**src/rtl/dual_pair_pkg.sv**
```systemverilog
package dual_pair_pkg;
  typedef enum logic [1:0] {
    CLS_INT = 2'd0,
    CLS_MEM = 2'd1,
    CLS_FPU = 2'd2,
    CLS_SYS = 2'd3
  } ins_cls_e;
endpackage

```
**src/rtl/pair_class_chk.sv**
```systemverilog
module pair_class_chk
  import dual_pair_pkg::*;
(
  input  logic [1:0] old_cls_i,
  input  logic [1:0] yng_cls_i,
  output logic       cls_ok_o
);
  ins_cls_e old_cls, yng_cls;
  logic old_fp, yng_fp, old_im, yng_im;

  always_comb begin
    old_cls = ins_cls_e'(old_cls_i);
    yng_cls = ins_cls_e'(yng_cls_i);
    old_fp  = (old_cls == CLS_FPU);
    yng_fp  = (yng_cls == CLS_FPU);
    old_im  = (old_cls == CLS_INT) || (old_cls == CLS_MEM);
    yng_im  = (yng_cls == CLS_INT) || (yng_cls == CLS_MEM);
    cls_ok_o = (old_fp && yng_im) || (yng_fp && old_im);
  end
endmodule

```
**src/rtl/pair_overlap.sv**
```systemverilog
module pair_overlap #(
  parameter int REG_W = 6
) (
  input  logic             en_i,
  input  logic             wide_i,
  input  logic [REG_W-1:0] a_i,
  input  logic [REG_W-1:0] b_i,
  output logic             hit_o
);
  logic same_pair, same_reg;

  assign same_pair = (a_i[REG_W-1:1] == b_i[REG_W-1:1]);
  assign same_reg  = same_pair && (a_i[0] == b_i[0]);
  assign hit_o     = en_i && (wide_i ? same_pair : same_reg);
endmodule

```
**src/rtl/pair_hazard_chk.sv**
```systemverilog
module pair_hazard_chk #(
  parameter int REG_W   = 6,
  parameter int NUM_SRC = 3,
  localparam int SRC_W  = REG_W * NUM_SRC
) (
  input  logic               old_wide_i,
  input  logic               old_dst_vld_i,
  input  logic [REG_W-1:0]   old_dst_i,
  input  logic               yng_wide_i,
  input  logic [NUM_SRC-1:0] yng_src_vld_i,
  input  logic [SRC_W-1:0]   yng_src_i,
  input  logic               yng_dst_vld_i,
  input  logic [REG_W-1:0]   yng_dst_i,
  output logic               hazard_o
);
  logic               wide;
  logic [NUM_SRC-1:0] raw_hit;
  logic               waw_hit;

  // either side being a register pair widens the compare
  assign wide = old_wide_i || yng_wide_i;

  for (genvar g = 0; g < NUM_SRC; g++) begin : g_raw
    pair_overlap #(.REG_W(REG_W)) raw_cmp_i (
      .en_i   (yng_src_vld_i[g] && old_dst_vld_i),
      .wide_i (wide),
      .a_i    (yng_src_i[g*REG_W +: REG_W]),
      .b_i    (old_dst_i),
      .hit_o  (raw_hit[g])
    );
  end

  pair_overlap #(.REG_W(REG_W)) waw_cmp_i (
    .en_i   (yng_dst_vld_i && old_dst_vld_i),
    .wide_i (wide),
    .a_i    (yng_dst_i),
    .b_i    (old_dst_i),
    .hit_o  (waw_hit)
  );

  assign hazard_o = (|raw_hit) || waw_hit;
endmodule

```
**src/rtl/pair_issue_cnt.sv**
```systemverilog
module pair_issue_cnt #(
  parameter int CNT_W = 16
) (
  input  logic             clk_i,
  input  logic             rst_ni,
  input  logic             pair_i,
  input  logic             single_i,
  output logic [CNT_W-1:0] pair_cnt_o,
  output logic [CNT_W-1:0] single_cnt_o
);
  always_ff @(posedge clk_i or negedge rst_ni) begin
    if (!rst_ni) begin
      pair_cnt_o   <= '0;
      single_cnt_o <= '0;
    end else begin
      if (pair_i)   pair_cnt_o   <= pair_cnt_o + 1'b1;
      if (single_i) single_cnt_o <= single_cnt_o + 1'b1;
    end
  end
endmodule

```
**src/rtl/dual_issue_pair.sv**
```systemverilog
module dual_issue_pair
  import dual_pair_pkg::*;
#(
  parameter int REG_W   = 6,
  parameter int NUM_SRC = 3,
  parameter int CNT_W   = 16,
  localparam int SRC_W  = REG_W * NUM_SRC
) (
  input  logic               clk_i,
  input  logic               rst_ni,
  input  logic               old_vld_i,
  input  logic [1:0]         old_cls_i,
  input  logic               old_dbl_i,
  input  logic               old_dst_vld_i,
  input  logic [REG_W-1:0]   old_dst_i,
  input  logic               yng_vld_i,
  input  logic [1:0]         yng_cls_i,
  input  logic               yng_dbl_i,
  input  logic [NUM_SRC-1:0] yng_src_vld_i,
  input  logic [SRC_W-1:0]   yng_src_i,
  input  logic               yng_dst_vld_i,
  input  logic [REG_W-1:0]   yng_dst_i,
  output logic               issue_second_o,
  output logic [CNT_W-1:0]   pair_cnt_o,
  output logic [CNT_W-1:0]   single_cnt_o
);
  logic cls_ok, hazard, old_wide, yng_wide, single_issue;

  // double-word only meaningful for memory class
  assign old_wide = old_dbl_i && (ins_cls_e'(old_cls_i) == CLS_MEM);
  assign yng_wide = yng_dbl_i && (ins_cls_e'(yng_cls_i) == CLS_MEM);

  pair_class_chk cls_i (
    .old_cls_i (old_cls_i),
    .yng_cls_i (yng_cls_i),
    .cls_ok_o  (cls_ok)
  );

  pair_hazard_chk #(.REG_W(REG_W), .NUM_SRC(NUM_SRC)) haz_i (
    .old_wide_i    (old_wide),
    .old_dst_vld_i (old_dst_vld_i),
    .old_dst_i     (old_dst_i),
    .yng_wide_i    (yng_wide),
    .yng_src_vld_i (yng_src_vld_i),
    .yng_src_i     (yng_src_i),
    .yng_dst_vld_i (yng_dst_vld_i),
    .yng_dst_i     (yng_dst_i),
    .hazard_o      (hazard)
  );

  assign issue_second_o = old_vld_i && yng_vld_i && cls_ok && !hazard;
  assign single_issue   = (old_vld_i && !issue_second_o) || (!old_vld_i && yng_vld_i);

  pair_issue_cnt #(.CNT_W(CNT_W)) cnt_i (
    .clk_i        (clk_i),
    .rst_ni       (rst_ni),
    .pair_i       (issue_second_o),
    .single_i     (single_issue),
    .pair_cnt_o   (pair_cnt_o),
    .single_cnt_o (single_cnt_o)
  );
endmodule

```
**config.mk**
```make
export PLATFORM = sky130hd
export DESIGN_NAME = dual_issue_pair
export DESIGN_NICKNAME = d
export VERILOG_FILES = /design/src/rtl/dual_pair_pkg.sv /design/src/rtl/pair_class_chk.sv /design/src/rtl/pair_overlap.sv /design/src/rtl/pair_hazard_chk.sv /design/src/rtl/pair_issue_cnt.sv /design/src/rtl/dual_issue_pair.sv
export SDC_FILE = /design/constraint.sdc
export NUM_CORES = 1
export LEC_CHECK = 0
export CORE_MARGIN = 5
export CORE_UTILIZATION = 60
export CTS_CLUSTER_SIZE = 8
export DETAILED_ROUTE_END_ITERATION = 8
export DONT_BUFFER_PORTS = 1
export MAX_ROUTING_LAYER = met4
export PLACE_DENSITY = 0.76
export SYNTH_ARGS = -nofsm -noshare
export SYNTH_HDL_FRONTEND = slang
export SYNTH_SLANG_ARGS = --single-unit
```
**constraint.sdc**
```tcl
create_clock -name clk_i -period 1.87 [get_ports clk_i]
set_input_delay 0.187 -clock clk_i [delete_from_list [all_inputs] [get_ports clk_i]]
set_output_delay 0.187 -clock clk_i [all_outputs]
set_load 0.01 [all_outputs]
```
==> results of run 1 <==
worst max-delay path, stage by stage (launching register included):
cell and delay, ns:
dfrtp_1 0.45, ha_1 0.20, and3_1 0.18, and3_1 0.20
nand3_1 0.15, nor3_1 0.21, nand2_1 0.09, xnor2_1 0.12
stage by stage:
| stage | std cells | setup WS (ns) | total power [mW] | hold WS (ns) | cell area, um^2 |
|---|---|---|---|---|---|
| 6_report | 251 | 0.165 | 1.82 | 0.208 | 2060 |
| 4_1_cts | 251 | 0.183 | 1.84 | 0.198 | 2060 |
| 5_1_grt | 251 | 0.0721 | 1.95 | 0.210 | 2060 |
| 3_5_place_dp | 242 | 0.0860 | 1.46 | -0.108 | 1990 |
| 2_1_floorplan | 196 | 0.280 | 1.32 | -0.109 | 1890 |
| 3_3_place_gp | 242 | 0.164 | 1.44 | -0.108 | 1990 |
worst min path at each step:
stage	startpoint	end	slack [ns]	cells after the start
finish	old_vld_i	cnt_i.single_cnt_o[14]$_DFFE_PN0P_	0.21	4
global route	old_vld_i	cnt_i.single_cnt_o[14]$_DFFE_PN0P_	0.21	4
CTS	old_vld_i	cnt_i.single_cnt_o[14]$_DFFE_PN0P_	0.20	4
detailed placement	rst_ni	cnt_i.pair_cnt_o[10]$_DFFE_PN0P_	-0.11	0
global placement	rst_ni	cnt_i.pair_cnt_o[12]$_DFFE_PN0P_	-0.11	0
floorplan	rst_ni	cnt_i.pair_cnt_o[0]$_DFFE_PN0P_	-0.11	0
flip-flops by register name (all words and copies together) (netlist names):
signal              flops
cnt_i.pair_cnt_o       16
cnt_i.single_cnt_o     16
where the power goes:
group,switching [mW],total [mW],internal [mW]
Clock,0.218,0.357,0.138
Sequential,0.216,1.03,0.818
Combinational,0.209,0.430,0.221
layout make-up:
type                    count  area, um^2
multi-input cells         149        1020
repair buffers             10         103
fillers                   245         966
flip-flops and latches     32         801
clock inverters             1        5.00
well taps                  44        55.1
inverters                   9        33.8
clock buffers               6        41.3
Yosys cell counts (2+ instances only):
library cell,instances,area share
nor2_1,11,0.022
o211ai_1,3,0.012
nand2_1,18,0.036
clkbuf_1,2,0.0040
buf_2,2,0.0053
inv_1,9,0.018
nor3_1,11,0.029
nand4_1,5,0.017
dfrtp_1,32,0.42
and3_1,9,0.030
xnor2_1,23,0.11
xor2_1,28,0.13
ha_1,2,0.013
nor2b_1,2,0.0066
nand3_1,17,0.045
mux2_2,2,0.012
nor4_1,4,0.013
cells by family after synthesis:
kind of cell | count (synthesis) | share of synthesized area
compound gates | 9 | 0.0397
xor+xnor | 51 | 0.236
fa+ha+maj | 2 | 0.0132
buf+inv | 15 | 0.0351
flops | 32 | 0.424
mux | 2 | 0.0119
simple gates | 85 | 0.240
layout by cell type, fill, tap and decap left out, types with 7 or more instances in the layout:
cell,synthesis,final
nor2_1,11,11
nand3_1,17,17
nor3_1,11,11
xor2_1,28,28
dfrtp_1,32,32
inv_1,9,9
and3_1,9,9
nand2_1,18,18
xnor2_1,23,23
buf_4,0,7
per-layer routing:
metal | vias to the layer above | part of all wire | global-route usage
li1 | 692 | - | -
met1 | 664 | 0.41 | 0.227
met2 | 50 | 0.49 | 0.346
met3 | 8 | 0.086 | 0.0850
met4 | 0 | 0.014 | 0.0431
met5 | - | 0 | -
==> summary.md, run 1 <==
| Metric | Value |
|---|---|
| Postcts setup bufs | `0` |
| Row count | `20` |
| Starting Density | `0.624` |
| Max-cap violation count | `0` |
| Number of antenna violations at the first check in global routing | `0` |
| Clock Latency Late Sink | `approximately 0.32 ns` |
| Routed wire length | `4.08 mm` |
| Outcome | `finished, final reports clean` |
| Worst-path clk slew | `0.09 ns` |
| Layout cells sized above 1 | `0.106` |
| Min-delay worst type | `in2reg` |
| Most common flop cell mapped by yosys | `dfrtp_1` |
| Slew Limit Headroom | `0.738` |
| Final TNS setup | `0 ns` |
| Final Slew Violations | `0` |
| Vias post-DR | `roughly 1,400` |
| Drt via density | `approximately 5.6` |
| CP Data Required Time | `approximately 2.1 ns` |
| DP HPWL | `3.11 mm` |
| Total global-route track usage | `0.205` |
| RR Endpoint | `cnt_i.single_cnt_o[12]$_DFFE_PN0P_` |
| Worst-Margin Slew | `approximately 0.38 ns` |
| Layout area overhead | `9.07%` |
| Syn nets | `about 240` |
| Critical Path Start Type | `flip-flop` |
| Clk sinks | `32` |
| Largest net degree at the start of global routing | `33` |
| H-tree level count | `2` |
| GRT Residual Overflow | `0` |
| Avg WL per Cell | `16.3 um` |
| Crit path from | `cnt_i.single_cnt_o[1]$_DFFE_PN0P_` |
| Vias in the first global route | `between 1,000 and 1,500` |
| CP Max Fanout | `4` |
| Top Ports | `just under 80` |
| F_max | `a little under 600 MHz` |
| Hold_buf cts | `2` |
| Clock root buffer | `clkbuf_4` |
| Synthesized area | `1890 um^2` |
| Drt drc | `0` |
| First-pass GRT wire length | `~6.7 mm` |
| Final Core Density | `0.681` |
| Unique masters post-synth | `33` |
| 1st-pass router iterations | `4` |
| GPL Wtd Cong | `between 0.8 and 0.9` |
| Reg2Reg Depth | `7` |
| Setup CP Type | `reg2reg` |
| Area of the core | `slightly above 3000 um^2` |
| Full die area | `about 4400 um^2` |
| Fin crit period | `about 1.7 ns` |
| Worst clock skew | `about 0.0081 ns` |
| Synth Instances | `about 200` |
| CTS max path bufs | `2` |
| Setup violators final | `0` |
| Flops & latches, synth | `32` |
| Ant diodes | `0` |
| R2R Setup Slk | `~0.16 ns` |
| Die width | `approximately 66 um` |
| RSZ-0062 raised after global routing | `no` |
| Hold violation total from the final report | `0` |
| Number of buffers created by CTS | `5` |
| Leakage | `0.942 nW` |
| Arr. time, crit path | `~1.9 ns` |
| Port bufs | `0` |
| Final ANT Viol Nets | `0` |
| Post-Syn Area per Cell | `9.65 um^2` |
| Ys async rst share | `1.00` |
| Setup crit end | `cnt_i.single_cnt_o[12]$_DFFE_PN0P_` |
| Worst Setup End Kind | `flip-flop` |
| Number of flops mapped to enable cells by yosys | `0` |
| DRC violation total after the first TritonRoute iteration | `67` |
| VDD IR max | `~0.80 mV` |
| Pwr Density | `a little under 900 nW/um^2` |
| Die height | `~66 um` |
| Worst R2R Start | `cnt_i.single_cnt_o[1]$_DFFE_PN0P_` |
| Yosys Warn Count | `0` |
| CTS tree | `yes` |
| Post-layout nets | `between 200 and 300` |
| Period utilisation layout | `0.912` |
| CTS resizes | `0` |
| Register area share after synthesis | `0.424` |
No activity file was read; power rests on OpenSTA's default activity.
==> run 2: changes to the inputs <==
--- a/config.mk
+++ b/config.mk
@@ -10,6 +10,7 @@
 export CTS_CLUSTER_SIZE = 8
 export DETAILED_ROUTE_END_ITERATION = 8
 export DONT_BUFFER_PORTS = 1
+export GPL_TIMING_DRIVEN = 0
 export MAX_ROUTING_LAYER = met4
 export PLACE_DENSITY = 0.76
 export SYNTH_ARGS = -nofsm -noshare
==> constraint.sdc (replaced) <==
create_clock -name clk_i -period 1.7 [get_ports clk_i]
set_input_delay 0.17 -clock clk_i [delete_from_list [all_inputs] [get_ports clk_i]]
set_output_delay 0.17 -clock clk_i [all_outputs]
set_load 0.01 [all_outputs]
==> run 2 against run 1 <==
Compared with the run above:
- setup slack got worse by 0.098 ns
- register-to-register slack got worse by 0.098 ns
- sequential power increased by 17%
- clock power increased by 16%
- worst hold slack improved by 0.010 ns
- non-clock buffer count increased by 2
==> summary.md, run 2 (same netlist as run 1, synthesis figures left out) <==
| Metric | Value |
|---|---|
| Outcome | `finished, final reports clean` |
| Placed insts | `240 (-0.83%)` |
| Buf/Inv on CP | `0 (unchanged)` |
| Top Ports | `78 (unchanged)` |
| Fin crit period | `1.63 ns (-0.0723 ns)` |
| Comb pwr share | `0.222 (-0.014)` |
| Vias post-DR | `1,467 (+3.7%)` |
| CTS tree | `yes` |
| Ant diodes | `0 (unchanged)` |
| Leakage | `0.910 nW (-3.4%)` |
| Port bufs | `0 (unchanged)` |
| Commonest non-fill, non-tap cells in the layout | `xor2_1 (28), xnor2_1 (23), dfrtp_1 (21), nand2_1 (18), nand3_1 (14)` |
| Setup violators final | `0 (unchanged)` |
| Area of the core | `3030 um^2 (unchanged)` |
| Hold violation total from the final report | `0 (unchanged)` |
| R2R Setup Slk | `0.07 ns (-0.10 ns)` |
| Total global-route track usage | `0.214 (+0.00899)` |
| Reg2Reg Depth | `7 (unchanged)` |
| Routed wire length | `4.33 mm (+6.1%)` |
| Leading registers by flop count | `cnt_i.pair_cnt_o x16, cnt_i.single_cnt_o x16` |
| Final ANT Viol Nets | `0 (unchanged)` |
| Layout area overhead | `13.6%` |
| Clk sinks | `32 (unchanged)` |
| F_max | `612 MHz (+4.4%)` |
| DRC violation total after the first TritonRoute iteration | `97 (+45%)` |
| Worst R2R Start | `cnt_i.single_cnt_o[0]$_DFFE_PN0P_` |
| Post-layout nets | `256 (+0.79%)` |
| Avg WL per Cell | `17.1 um (+5.2%)` |
| CP Max Fanout | `4 (unchanged)` |
| Number of buffers created by CTS | `5 (unchanged)` |
| Drt drc | `0 (unchanged)` |
| First-pass GRT wire length | `6.93 mm (+2.7%)` |
| NetSw | `0.769 mW (+20%)` |
| Max-cap violation count | `0 (unchanged)` |
| Critical Path Start Type | `flip-flop` |
| CP cell instances | `ha_4 > and3_4 > and3_4 > nand3_4 > nor3_2 > nand2_1 > xnor2_1` |
| RSZ-0062 raised after global routing | `yes` |
| WHS | `0.218 ns (+0.0104 ns)` |
| Sw Share | `0.371 (+0.0176)` |
| Power Total | `2.07 mW (+14%)` |
| CP Data Required Time | `1.93 ns (-0.15 ns)` |
| Clock root buffer | `clkbuf_4` |
| 1st-pass router iterations | `5 (+1)` |
| Setup CP Type | `reg2reg` |
| Starting Density | `0.624 (unchanged)` |
| Critical Path Max Stage Delay | `0.46 ns (about the same)` |
| Crit path from | `cnt_i.single_cnt_o[0]$_DFFE_PN0P_` |
| Clock Latency Late Sink | `0.34 ns (+0.02 ns)` |
| Worst Setup End Kind | `flip-flop` |
| Largest net degree at the start of global routing | `33 (unchanged)` |
| GPL Wtd Cong | `0.795 (-8.1%)` |
| Drt via density | `5.80 (+2.9%)` |
| VDD IR max | `0.700 mV (-13%)` |
| Non-filler cells, final | `253 (+0.80%)` |
| Post-place setup slack | `-0.130 ns (-0.216 ns)` |
| Setup crit end | `cnt_i.single_cnt_o[12]$_DFFE_PN0P_` |
| Die height | `66.1 um (unchanged)` |
| Vias in the first global route | `1,485 (-0.60%)` |
| GRT Residual Overflow | `0 (unchanged)` |
| RR Endpoint | `cnt_i.single_cnt_o[12]$_DFFE_PN0P_` |
| Worst clock skew | `0.00723 ns (-0.000889 ns)` |
| Die width | `66.1 um (unchanged)` |
| Slew Limit Headroom | `0.744 (+0.00642)` |
| Final Core Density | `0.710 (+0.0285)` |
| Final setup margin | `0.0670 ns (-0.0977 ns)` |
| Pint | `1.30 mW (+11%)` |
| Arr. time, crit path | `1.86 ns (-0.05 ns)` |
| Total stage count of the critical path | `7 (unchanged)` |
| CP max-delay cell | `dfrtp_2` |
| Layout cells sized above 1 | `0.215 (+0.109)` |
| Min-delay worst type | `in2reg` |
| Number of antenna violations at the first check in global routing | `0 (unchanged)` |
| Seq pwr share | `0.578 (+0.010)` |
| Pwr Density | `965 nW/um^2 (+9.3%)` |
| Period utilisation layout | `0.961 (+0.0487)` |
| Clk network pwr share | `0.200 (+0.004)` |
| Worst-path clk slew | `0.09 ns (about the same)` |
| Final Slew Violations | `0 (unchanged)` |
| DP HPWL | `3.19 mm (+2.5%)` |
| Row count | `20 (unchanged)` |
| Most common cell on crit path | `and3_4` |
| H-tree level count | `2 (unchanged)` |
| Worst-Margin Slew | `0.379 ns (-0.00373 ns)` |
| Commonest non-fill, non-tap cell in the layout | `xor2_1` |
| CTS max path bufs | `2 (unchanged)` |
| Top delay family on crit path | `simple AND/OR/NAND/NOR gates` |
| Full die area | `4370 um^2 (unchanged)` |
==> run 2: final cells by class <==
type / instances / area [um^2]
buffer: 5 / 28.8
clock buffer: 6 / 41.3
clock inverter: 1 / 5.00
fill: 230 / 880
inverter: 9 / 33.8
multi-input combinational: 149 / 1100
sequential: 32 / 815
tap: 44 / 55.1
timing repair buffer: 7 / 67.6
==> run 2: per-stage QoR <==
step | setup TNS [ns] | area [um^2]
final | 0 | 2150
after global routing | -0.0992 | 2150
after CTS | -0.0108 | 2020
after detailed placement | -0.623 | 1950
after global placement | -0.669 | 1950
after floorplan | 0 | 1890
==> run 2: how the worst min path moves through the flow <==
| stage | cells past startpoint | startpoint | slack (ns) | to |
|---|---|---|---|---|
| finish | 4 | old_vld_i | 0.22 | cnt_i.single_cnt_o[14]$_DFFE_PN0P_ |
| global route | 4 | old_vld_i | 0.24 | cnt_i.single_cnt_o[14]$_DFFE_PN0P_ |
| CTS | 4 | old_vld_i | 0.20 | cnt_i.single_cnt_o[14]$_DFFE_PN0P_ |
| detailed placement | 0 | rst_ni | -0.12 | cnt_i.pair_cnt_o[10]$_DFFE_PN0P_ |
| global placement | 0 | rst_ni | -0.12 | cnt_i.pair_cnt_o[12]$_DFFE_PN0P_ |
| floorplan | 0 | rst_ni | -0.13 | cnt_i.pair_cnt_o[0]$_DFFE_PN0P_ |
==> run 2: layer usage <==
layer  vias to the layer above  GRT usage  routed length, um
li1                        696          -                  -
met4                         0     0.0838                 79
met5                         -          -                  0
met3                         9     0.0782                429
met2                        62      0.344               2150
met1                       700      0.242               1670
==> run 2: power by group through the flow <==
| stage | Clock, mW | Sequential, mW | Combinational [mW] |
|---|---|---|---|
| finish | 0.415 | 1.20 | 0.460 |
| CTS | 0.415 | 1.17 | 0.416 |
| floorplan | 0 | 1.12 | 0.329 |
| global route | 0.446 | 1.24 | 0.519 |
| global placement | 0 | 1.17 | 0.368 |
| detailed placement | 0 | 1.18 | 0.391 |
==> run 2: repair_timing <==
action                     4_1_cts  5_1_grt
resized for setup                5       22
setup endpoints to repair        6       13
buffers inserted                 0        5
pin swaps                        1        8
hold endpoints to repair        32        0
hold buffers                     2        0
==> run 2: tightest hold or removal path: cells and delay by family <==
kind          cells  cell delay, ns
xor+xnor          1            0.07
simple gates      3            0.29
